==> src/rtl/pm_timer_pkg.sv <==
package pm_timer_pkg;
  localparam int unsigned CTRL_W    = 16;
  localparam int unsigned BIT_ON    = 15;
  localparam int unsigned BIT_GATE  = 7;
  localparam int unsigned BIT_PS_LO = 4;
  localparam int unsigned BIT_SYNC  = 2;
  localparam int unsigned BIT_SRC   = 1;
  localparam logic [CTRL_W-1:0] CTRL_MASK = 16'h80B6;

  typedef enum logic [1:0] {OP_WRITE = 2'd0, OP_CLR = 2'd1, OP_SET = 2'd2, OP_INV = 2'd3} wr_op_e;
  typedef enum logic [1:0] {A_CTRL = 2'd0, A_COUNT = 2'd1, A_PERIOD = 2'd2, A_FLAG = 2'd3} reg_addr_e;

  typedef struct packed {
    logic       on;
    logic       gate_en;
    logic [1:0] ps;
    logic       sync;
    logic       ext_src;
  } ctrl_t;
endpackage

==> src/rtl/pmt_alias.sv <==
module pmt_alias
  import pm_timer_pkg::*;
#(
  parameter int unsigned W = 16
) (
  input  logic [W-1:0] old_i,
  input  logic [W-1:0] data_i,
  input  wr_op_e       op_i,
  output logic [W-1:0] new_o
);
  always_comb begin
    unique case (op_i)
      OP_WRITE: new_o = data_i;
      OP_CLR:   new_o = old_i & ~data_i;
      OP_SET:   new_o = old_i | data_i;
      default:  new_o = old_i ^ data_i;
    endcase
  end
endmodule

==> src/rtl/pmt_regs.sv <==
module pmt_regs
  import pm_timer_pkg::*;
#(
  parameter int unsigned CNT_W = 16
) (
  input  logic              clk_i,
  input  logic              rst_ni,
  input  logic              wr_en_i,
  input  reg_addr_e         wr_addr_i,
  input  wr_op_e            wr_op_i,
  input  logic [CNT_W-1:0]  wr_data_i,
  output logic [CTRL_W-1:0] ctrl_raw_o,
  output ctrl_t             ctrl_o,
  output logic [CNT_W-1:0]  period_o
);
  logic [CTRL_W-1:0] ctrl_q, ctrl_new;
  logic [CNT_W-1:0]  period_q, period_new;
  logic              ctrl_we, period_we;

  assign ctrl_we   = wr_en_i && (wr_addr_i == A_CTRL);
  assign period_we = wr_en_i && (wr_addr_i == A_PERIOD);

  pmt_alias #(.W(CTRL_W)) u_ctrl_alias (
    .old_i(ctrl_q), .data_i(wr_data_i[CTRL_W-1:0]), .op_i(wr_op_i), .new_o(ctrl_new)
  );
  pmt_alias #(.W(CNT_W)) u_period_alias (
    .old_i(period_q), .data_i(wr_data_i), .op_i(wr_op_i), .new_o(period_new)
  );

  always_ff @(posedge clk_i or negedge rst_ni) begin
    if (!rst_ni) begin
      ctrl_q   <= '0;
      period_q <= '0;
    end else begin
      if (ctrl_we)   ctrl_q   <= ctrl_new & CTRL_MASK;
      if (period_we) period_q <= period_new;
    end
  end

  assign ctrl_raw_o      = ctrl_q;
  assign period_o        = period_q;
  assign ctrl_o.on       = ctrl_q[BIT_ON];
  assign ctrl_o.gate_en  = ctrl_q[BIT_GATE];
  assign ctrl_o.ps       = ctrl_q[BIT_PS_LO +: 2];
  assign ctrl_o.sync     = ctrl_q[BIT_SYNC];
  assign ctrl_o.ext_src  = ctrl_q[BIT_SRC];

  // registers only move when addressed
  a_r2_ctrl_untouched: assert property (@(posedge clk_i) disable iff (!rst_ni)
    !ctrl_we |=> $stable(ctrl_q));
  a_r2_period_untouched: assert property (@(posedge clk_i) disable iff (!rst_ni)
    !period_we |=> $stable(period_q));
endmodule

==> src/rtl/pmt_tick.sv <==
module pmt_tick
  import pm_timer_pkg::*;
#(
  parameter int unsigned PRE_W       = 8,
  parameter int unsigned SYNC_STAGES = 2
) (
  input  logic  clk_i,
  input  logic  rst_ni,
  input  ctrl_t ctrl_i,
  input  logic  ext_i,
  input  logic  gate_i,
  output logic  tick_o,
  output logic  gate_fall_o
);
  localparam int unsigned SH_W = SYNC_STAGES + 1;

  logic [SH_W-1:0]  sh_q;
  logic             gate_q;
  logic [PRE_W-1:0] pre_q, pre_lim;
  logic             edge_fast, edge_slow, ext_evt, src_evt;

  function automatic logic [PRE_W-1:0] ratio_m1(input logic [1:0] ps);
    unique case (ps)
      2'd0:    return '0;
      2'd1:    return PRE_W'((1 << 3) - 1);
      2'd2:    return PRE_W'((1 << 6) - 1);
      default: return PRE_W'((1 << 8) - 1);
    endcase
  endfunction

  always_ff @(posedge clk_i or negedge rst_ni) begin
    if (!rst_ni) begin
      sh_q   <= '0;
      gate_q <= 1'b0;
    end else begin
      sh_q   <= {sh_q[SH_W-2:0], ext_i};
      gate_q <= gate_i;
    end
  end

  // sync=0 skips the last alignment flop
  assign edge_fast = sh_q[SYNC_STAGES-2] & ~sh_q[SYNC_STAGES-1];
  assign edge_slow = sh_q[SYNC_STAGES-1] & ~sh_q[SYNC_STAGES];
  assign ext_evt   = ctrl_i.sync ? edge_slow : edge_fast;

  always_comb begin
    if (ctrl_i.ext_src)      src_evt = ext_evt;
    else if (ctrl_i.gate_en) src_evt = gate_i;
    else                     src_evt = 1'b1;
  end

  assign pre_lim = ratio_m1(ctrl_i.ps);
  assign tick_o  = ctrl_i.on && src_evt && (pre_q >= pre_lim);

  always_ff @(posedge clk_i or negedge rst_ni) begin
    if (!rst_ni)                 pre_q <= '0;
    else if (!ctrl_i.on || tick_o) pre_q <= '0;
    else if (src_evt)            pre_q <= pre_q + 1'b1;
  end

  assign gate_fall_o = ctrl_i.on && !ctrl_i.ext_src && ctrl_i.gate_en && gate_q && !gate_i;

  // no step while disabled
  a_r10_off_no_tick: assert property (@(posedge clk_i) disable iff (!rst_ni)
    !ctrl_i.on |-> !tick_o);
  // prescaler count cleared while disabled
  a_r10_pre_cleared: assert property (@(posedge clk_i) disable iff (!rst_ni)
    !ctrl_i.on |=> pre_q == '0);
  // gate has no effect with external source
  a_r8_no_fall_ext: assert property (@(posedge clk_i) disable iff (!rst_ni)
    ctrl_i.ext_src |-> !gate_fall_o);
endmodule

==> src/rtl/pmt_core.sv <==
module pmt_core
  import pm_timer_pkg::*;
#(
  parameter int unsigned CNT_W = 16
) (
  input  logic             clk_i,
  input  logic             rst_ni,
  input  logic             tick_i,
  input  logic             fall_i,
  input  logic [CNT_W-1:0] period_i,
  input  logic             cnt_wr_i,
  input  logic             flag_wr_i,
  input  wr_op_e           wr_op_i,
  input  logic [CNT_W-1:0] wr_data_i,
  output logic [CNT_W-1:0] count_o,
  output logic             flag_o
);
  logic [CNT_W-1:0] count_q, count_new;
  logic             flag_q, flag_new, match;

  pmt_alias #(.W(CNT_W)) u_count_alias (
    .old_i(count_q), .data_i(wr_data_i), .op_i(wr_op_i), .new_o(count_new)
  );
  pmt_alias #(.W(1)) u_flag_alias (
    .old_i(flag_q), .data_i(wr_data_i[0]), .op_i(wr_op_i), .new_o(flag_new)
  );

  assign match = tick_i && (count_q == period_i);

  always_ff @(posedge clk_i or negedge rst_ni) begin
    if (!rst_ni) begin
      count_q <= '0;
      flag_q  <= 1'b0;
    end else begin
      if (cnt_wr_i)    count_q <= count_new;
      else if (match)  count_q <= '0;
      else if (tick_i) count_q <= count_q + 1'b1;

      if (match || fall_i) flag_q <= 1'b1;
      else if (flag_wr_i)  flag_q <= flag_new;
    end
  end

  assign count_o = count_q;
  assign flag_o  = flag_q;

  a_r4_wrap: assert property (@(posedge clk_i) disable iff (!rst_ni)
    tick_i && (count_q == period_i) && !cnt_wr_i |=> count_q == '0);
  a_r4_step: assert property (@(posedge clk_i) disable iff (!rst_ni)
    tick_i && (count_q != period_i) && !cnt_wr_i |=> count_q == CNT_W'($past(count_q) + 1'b1));
  a_r5_sticky: assert property (@(posedge clk_i) disable iff (!rst_ni)
    flag_q && !flag_wr_i |=> flag_q);
  a_r5_match_wins: assert property (@(posedge clk_i) disable iff (!rst_ni)
    (tick_i && (count_q == period_i)) || fall_i |=> flag_q);
  a_r10_hold_without_tick: assert property (@(posedge clk_i) disable iff (!rst_ni)
    !tick_i && !cnt_wr_i |=> $stable(count_q));
endmodule

==> src/rtl/pm_timer.sv <==
module pm_timer
  import pm_timer_pkg::*;
#(
  parameter int unsigned CNT_W       = 16,
  parameter int unsigned PRE_W       = 8,
  parameter int unsigned SYNC_STAGES = 2
) (
  input  logic              clk_i,
  input  logic              rst_ni,
  input  logic              wr_en_i,
  input  logic [1:0]        wr_addr_i,
  input  logic [1:0]        wr_op_i,
  input  logic [CNT_W-1:0]  wr_data_i,
  input  logic              ext_clk_i,
  input  logic              gate_i,
  output logic [CTRL_W-1:0] ctrl_o,
  output logic [CNT_W-1:0]  count_o,
  output logic [CNT_W-1:0]  period_o,
  output logic              flag_o
);
  reg_addr_e        addr;
  wr_op_e           op;
  ctrl_t            ctrl;
  logic [CNT_W-1:0] period;
  logic             tick, fall;

  assign addr = reg_addr_e'(wr_addr_i);
  assign op   = wr_op_e'(wr_op_i);

  pmt_regs #(.CNT_W(CNT_W)) u_regs (
    .clk_i, .rst_ni, .wr_en_i, .wr_addr_i(addr), .wr_op_i(op), .wr_data_i,
    .ctrl_raw_o(ctrl_o), .ctrl_o(ctrl), .period_o(period)
  );

  pmt_tick #(.PRE_W(PRE_W), .SYNC_STAGES(SYNC_STAGES)) u_tick (
    .clk_i, .rst_ni, .ctrl_i(ctrl), .ext_i(ext_clk_i), .gate_i,
    .tick_o(tick), .gate_fall_o(fall)
  );

  pmt_core #(.CNT_W(CNT_W)) u_core (
    .clk_i, .rst_ni, .tick_i(tick), .fall_i(fall), .period_i(period),
    .cnt_wr_i(wr_en_i && (addr == A_COUNT)), .flag_wr_i(wr_en_i && (addr == A_FLAG)),
    .wr_op_i(op), .wr_data_i, .count_o, .flag_o
  );

  assign period_o = period;

  // unimplemented control bits read 0
  a_r3_ctrl_mask: assert property (@(posedge clk_i) disable iff (!rst_ni)
    wr_en_i && (addr == A_CTRL) |=> (ctrl_o & ~CTRL_MASK) == '0);
endmodule

==> config.mk <==
export PLATFORM = sky130hd
export DESIGN_NAME = pm_timer
export DESIGN_NICKNAME = d
export VERILOG_FILES = /design/src/rtl/pm_timer_pkg.sv /design/src/rtl/pmt_alias.sv /design/src/rtl/pmt_regs.sv /design/src/rtl/pmt_tick.sv /design/src/rtl/pmt_core.sv /design/src/rtl/pm_timer.sv
export SDC_FILE = /design/constraint.sdc
export NUM_CORES = 1
export LEC_CHECK = 0
export ABC_AREA = 1
export BUFFER_PORTS_ARGS = -buffer_cell sky130_fd_sc_hd__buf_2
export CAP_MARGIN = 20
export CORE_UTILIZATION = 55
export CTS_BUF_LIST = sky130_fd_sc_hd__clkbuf_4 sky130_fd_sc_hd__clkbuf_8
export CTS_CLUSTER_SIZE = 10
export DETAILED_ROUTE_END_ITERATION = 6
export HOLD_SLACK_MARGIN = 0.12
export PLACE_DENSITY = 0.85
export SYNTH_ARGS = -nofsm -noshare
export SYNTH_HDL_FRONTEND = slang
export SYNTH_SLANG_ARGS = --single-unit
==> constraint.sdc <==
create_clock -name clk_i -period 1.9 [get_ports clk_i]
set_input_delay 0.38 -clock clk_i [delete_from_list [all_inputs] [get_ports clk_i]]
set_output_delay 0.38 -clock clk_i [all_outputs]
set_load 0.01 [all_outputs]
==> reports/results.txt <==
status: complete, no violations
HPWL after detailed placement: 9840 µm
crit end category: register
Worst-Skew Late Latency: 320 ps
R2R Path Start: u_regs.ctrl_raw_o[5]
DR DRC count: 0
DRT iter0 DRCs: 375
Syn Area/Cell: 7.38 µm²
P&R area growth vs syn: 16.8%
H-Tree Depth: 2
CTS Buf Count: 5
hold path depth: 1
Crit. Startpoint: u_regs.ctrl_raw_o[5]
GPL Wtd Cong: 0.884
r2r setup slk: 50 ps
CTS Sinks: 51
yosys warns: 0
Synth Flop Type: dfrtp_1
Synth cell types: 41
Crit-path slowest cell: dfrtp_1
CP Launch Type: register
TritonRoute pass-1 iters: 5
Tot GR Track Use: 0.281
# IOs: 74
Worst Setup EP: u_core.count_o[9]
CP cell instances: nand2_2, ha_4, nand2_4, inv_2, nand2_2, nor2_4, nand2_4, nand2_8, nand2_8, nand2_8, nor2_4, a21oi_2
FP Rows: 35
minimum clock period: 1850 ps
Placed Instances: 872
Worst Reg2Reg Path Length in Cells: 12
Fin. Hold Viols: 0
max-slew violations: 0
Bufs on Longest Clock Path: 2
top cell type's share of synthesized area: 0.247
top cells by area, synth: dfrtp_1, ha_1, nand2_1, nor2_1, inv_1
Synth area leader: dfrtp_1
Routed Wire Length: 14200 µm
static leakage: 3.13 nW
largest net degree at the start of global routing: 52
most frequent CP cell: nand2_8
initial antenna violation count: 0
first-pass GRT wire length: 22400 µm
Die Span Y: 99.0 µm
Layout Cells excl Fill: 886
Netlist Area Pre-Place: 0.00517 mm²
FF+latch count, synth: 51
min-delay worst type: input port to register
Worst EP required: 2160 ps
DR vias/cell: 5.79
PD cells: 998 mW/mm²
ANT nets after route: 0
vias: 5129
delay of the slowest critical-path stage: 420 ps
Post-synth EDFFs: 0
CTS tree: built
unrepaired setup endpoints after global routing: true
Tcrit/Tclk final: 0.975
# nets final: 882
Worst Path Arrival: 2110 ps
Peak Freq: 0.540 GHz
layout cell share with drive strength beyond 1: 0.217
Starting Density: 0.565
WP buf/inv: 1
Reg clk slew, reported paths: 110 ps
VDD IR max: 605 µV
ant diodes: 0
WP depth: 12
maxcap violations: 0
Fillers: 743
full die area: 0.00979 mm²
maximum fanout along the worst path: 8
Die W: 99.0 µm
number of global-route vias before repair: 5069
wire length per cell: 16.0 µm
r2r endpoint: u_core.count_o[9]
root buffer cell: clkbuf_8
Setup Total Neg Slack: 0 ps
register area share after synthesis: 0.247
Final setup viols: 0
Overflow after GRT: 0
port buffer count: 63
core area: 0.00915 mm²
asr flop ratio synth: 1.00
critical path type: register to register
Mapped Cells: 701
clk_skew: 9.91 ps
CP top delay family: simple AND/OR/NAND/NOR gates
## sequential cells by signal, indices dropped and copies added, names as in the netlist
| register | cells |
|---|---|
| u_core.count_o | 16 |
| u_tick.gate_q | 1 |
| u_regs.period_o | 16 |
| u_regs.ctrl_raw_o | 6 |
| u_tick.sh_q | 3 |
| u_tick.pre_q | 8 |
| u_core.flag_o | 1 |
## repair_timing
item,CTS,global route
buffers inserted,0,1
hold endpoints to repair,51,0
gates resized for setup,0,45
hold buffers,1,0
setup endpoints to repair,0,20
## layer usage
layer | wire (µm) | up-vias | GRT usage
met5 | 0 | - | 0
met4 | 461 | 0 | 0.125
met3 | 861 | 52 | 0.0411
met2 | 7110 | 232 | 0.512
met1 | 5770 | 2408 | 0.326
li1 | - | 2437 | -
## cell usage in the layout (no fill, tap or decap), drive strengths merged
cell type and n:
clkbuf 6, a22oi 1, inv 84, o22ai 5
nand3 19, o221ai 6, xor2 7, o32ai 1
nor3 16, a21oi 45, bufinv 2, nor2 86
dfrtp 51, buf 86, o21ai 53, o21bai 2
nor3b 2, nand2 166, dlygate4sd3 1, o2111ai 6
a2111oi 1, nand4 4, o211ai 18, nand3b 1
conb 10, a211oi 4, ha 83, xnor2 9
## synthesized netlist by cell type (11+ instances only)
library cell  number
nand2_1          155
ha_1              83
nor2_1            80
inv_1             76
dfrtp_1           51
o21ai_0           47
a21oi_1           34
o211ai_1          18
nand3_1           15
buf_4             13
nor3_1            12
a21oi_2           11
## power breakdown
part | internal, W | switching [W]
combinational | 0.00127 | 0.00190
clock | 0.000542 | 0.000422
sequential | 0.00137 | 0.000521
total | 0.00318 | 0.00284
## cell type report
cell class,count,area [µm²],area share
Inverter,84,315,0.0522
Tap cell,111,139,0.0230
Timing Repair Buffer,87,564,0.0935
Multi-Input combinational cell,545,3600,0.597
Clock inverter,2,60.1,0.00995
Clock buffer,6,76.3,0.0126
Sequential cell,51,1280,0.212
## worst min-delay path by stage
stage                   start                 to  slack (ps)
3_3_place_gp   u_tick.sh_q[0]     u_tick.sh_q[1]         360
5_1_grt             ext_clk_i     u_tick.sh_q[0]         150
2_1_floorplan          rst_ni  u_core.count_o[0]          80
3_5_place_dp   u_tick.sh_q[0]     u_tick.sh_q[1]         370
4_1_cts             ext_clk_i     u_tick.sh_q[0]         160
6_report            ext_clk_i     u_tick.sh_q[0]         160
## metrics by stage
| step | area [µm²] | total power, W | hold WS (ps) | setup WS (ps) | util |
|---|---|---|---|---|---|
| after floorplan | 5200 | 0.00380 | 84.4 | 1.95 | - |
| after global placement | 5660 | 0.00459 | 364 | 154 | 0.618 |
| after detailed placement | 5660 | 0.00475 | 369 | 87.7 | 0.618 |
| after CTS | 5810 | 0.00572 | 162 | 62.7 | 0.634 |
| after global routing | 6040 | 0.00649 | 147 | -54.1 | 0.660 |
| final | 6040 | 0.00602 | 163 | 46.9 | 0.660 |
## kinds of logic (layout without fill, tap and decap cells)
group                    Yosys count  after routing  share of synthesized area
AND/OR/NAND/NOR                  290            294                      0.250
other                              1             10                   0.000725
flip-flops                        51             51                      0.247
adder cells (fa/ha/maj)           83             83                      0.201
XOR/XNOR                          16             16                     0.0271
AO/OA/AOI/OAI                    142            142                      0.170
buffers and inverters            118            179                      0.105
(Power assumes the default switching activity.)
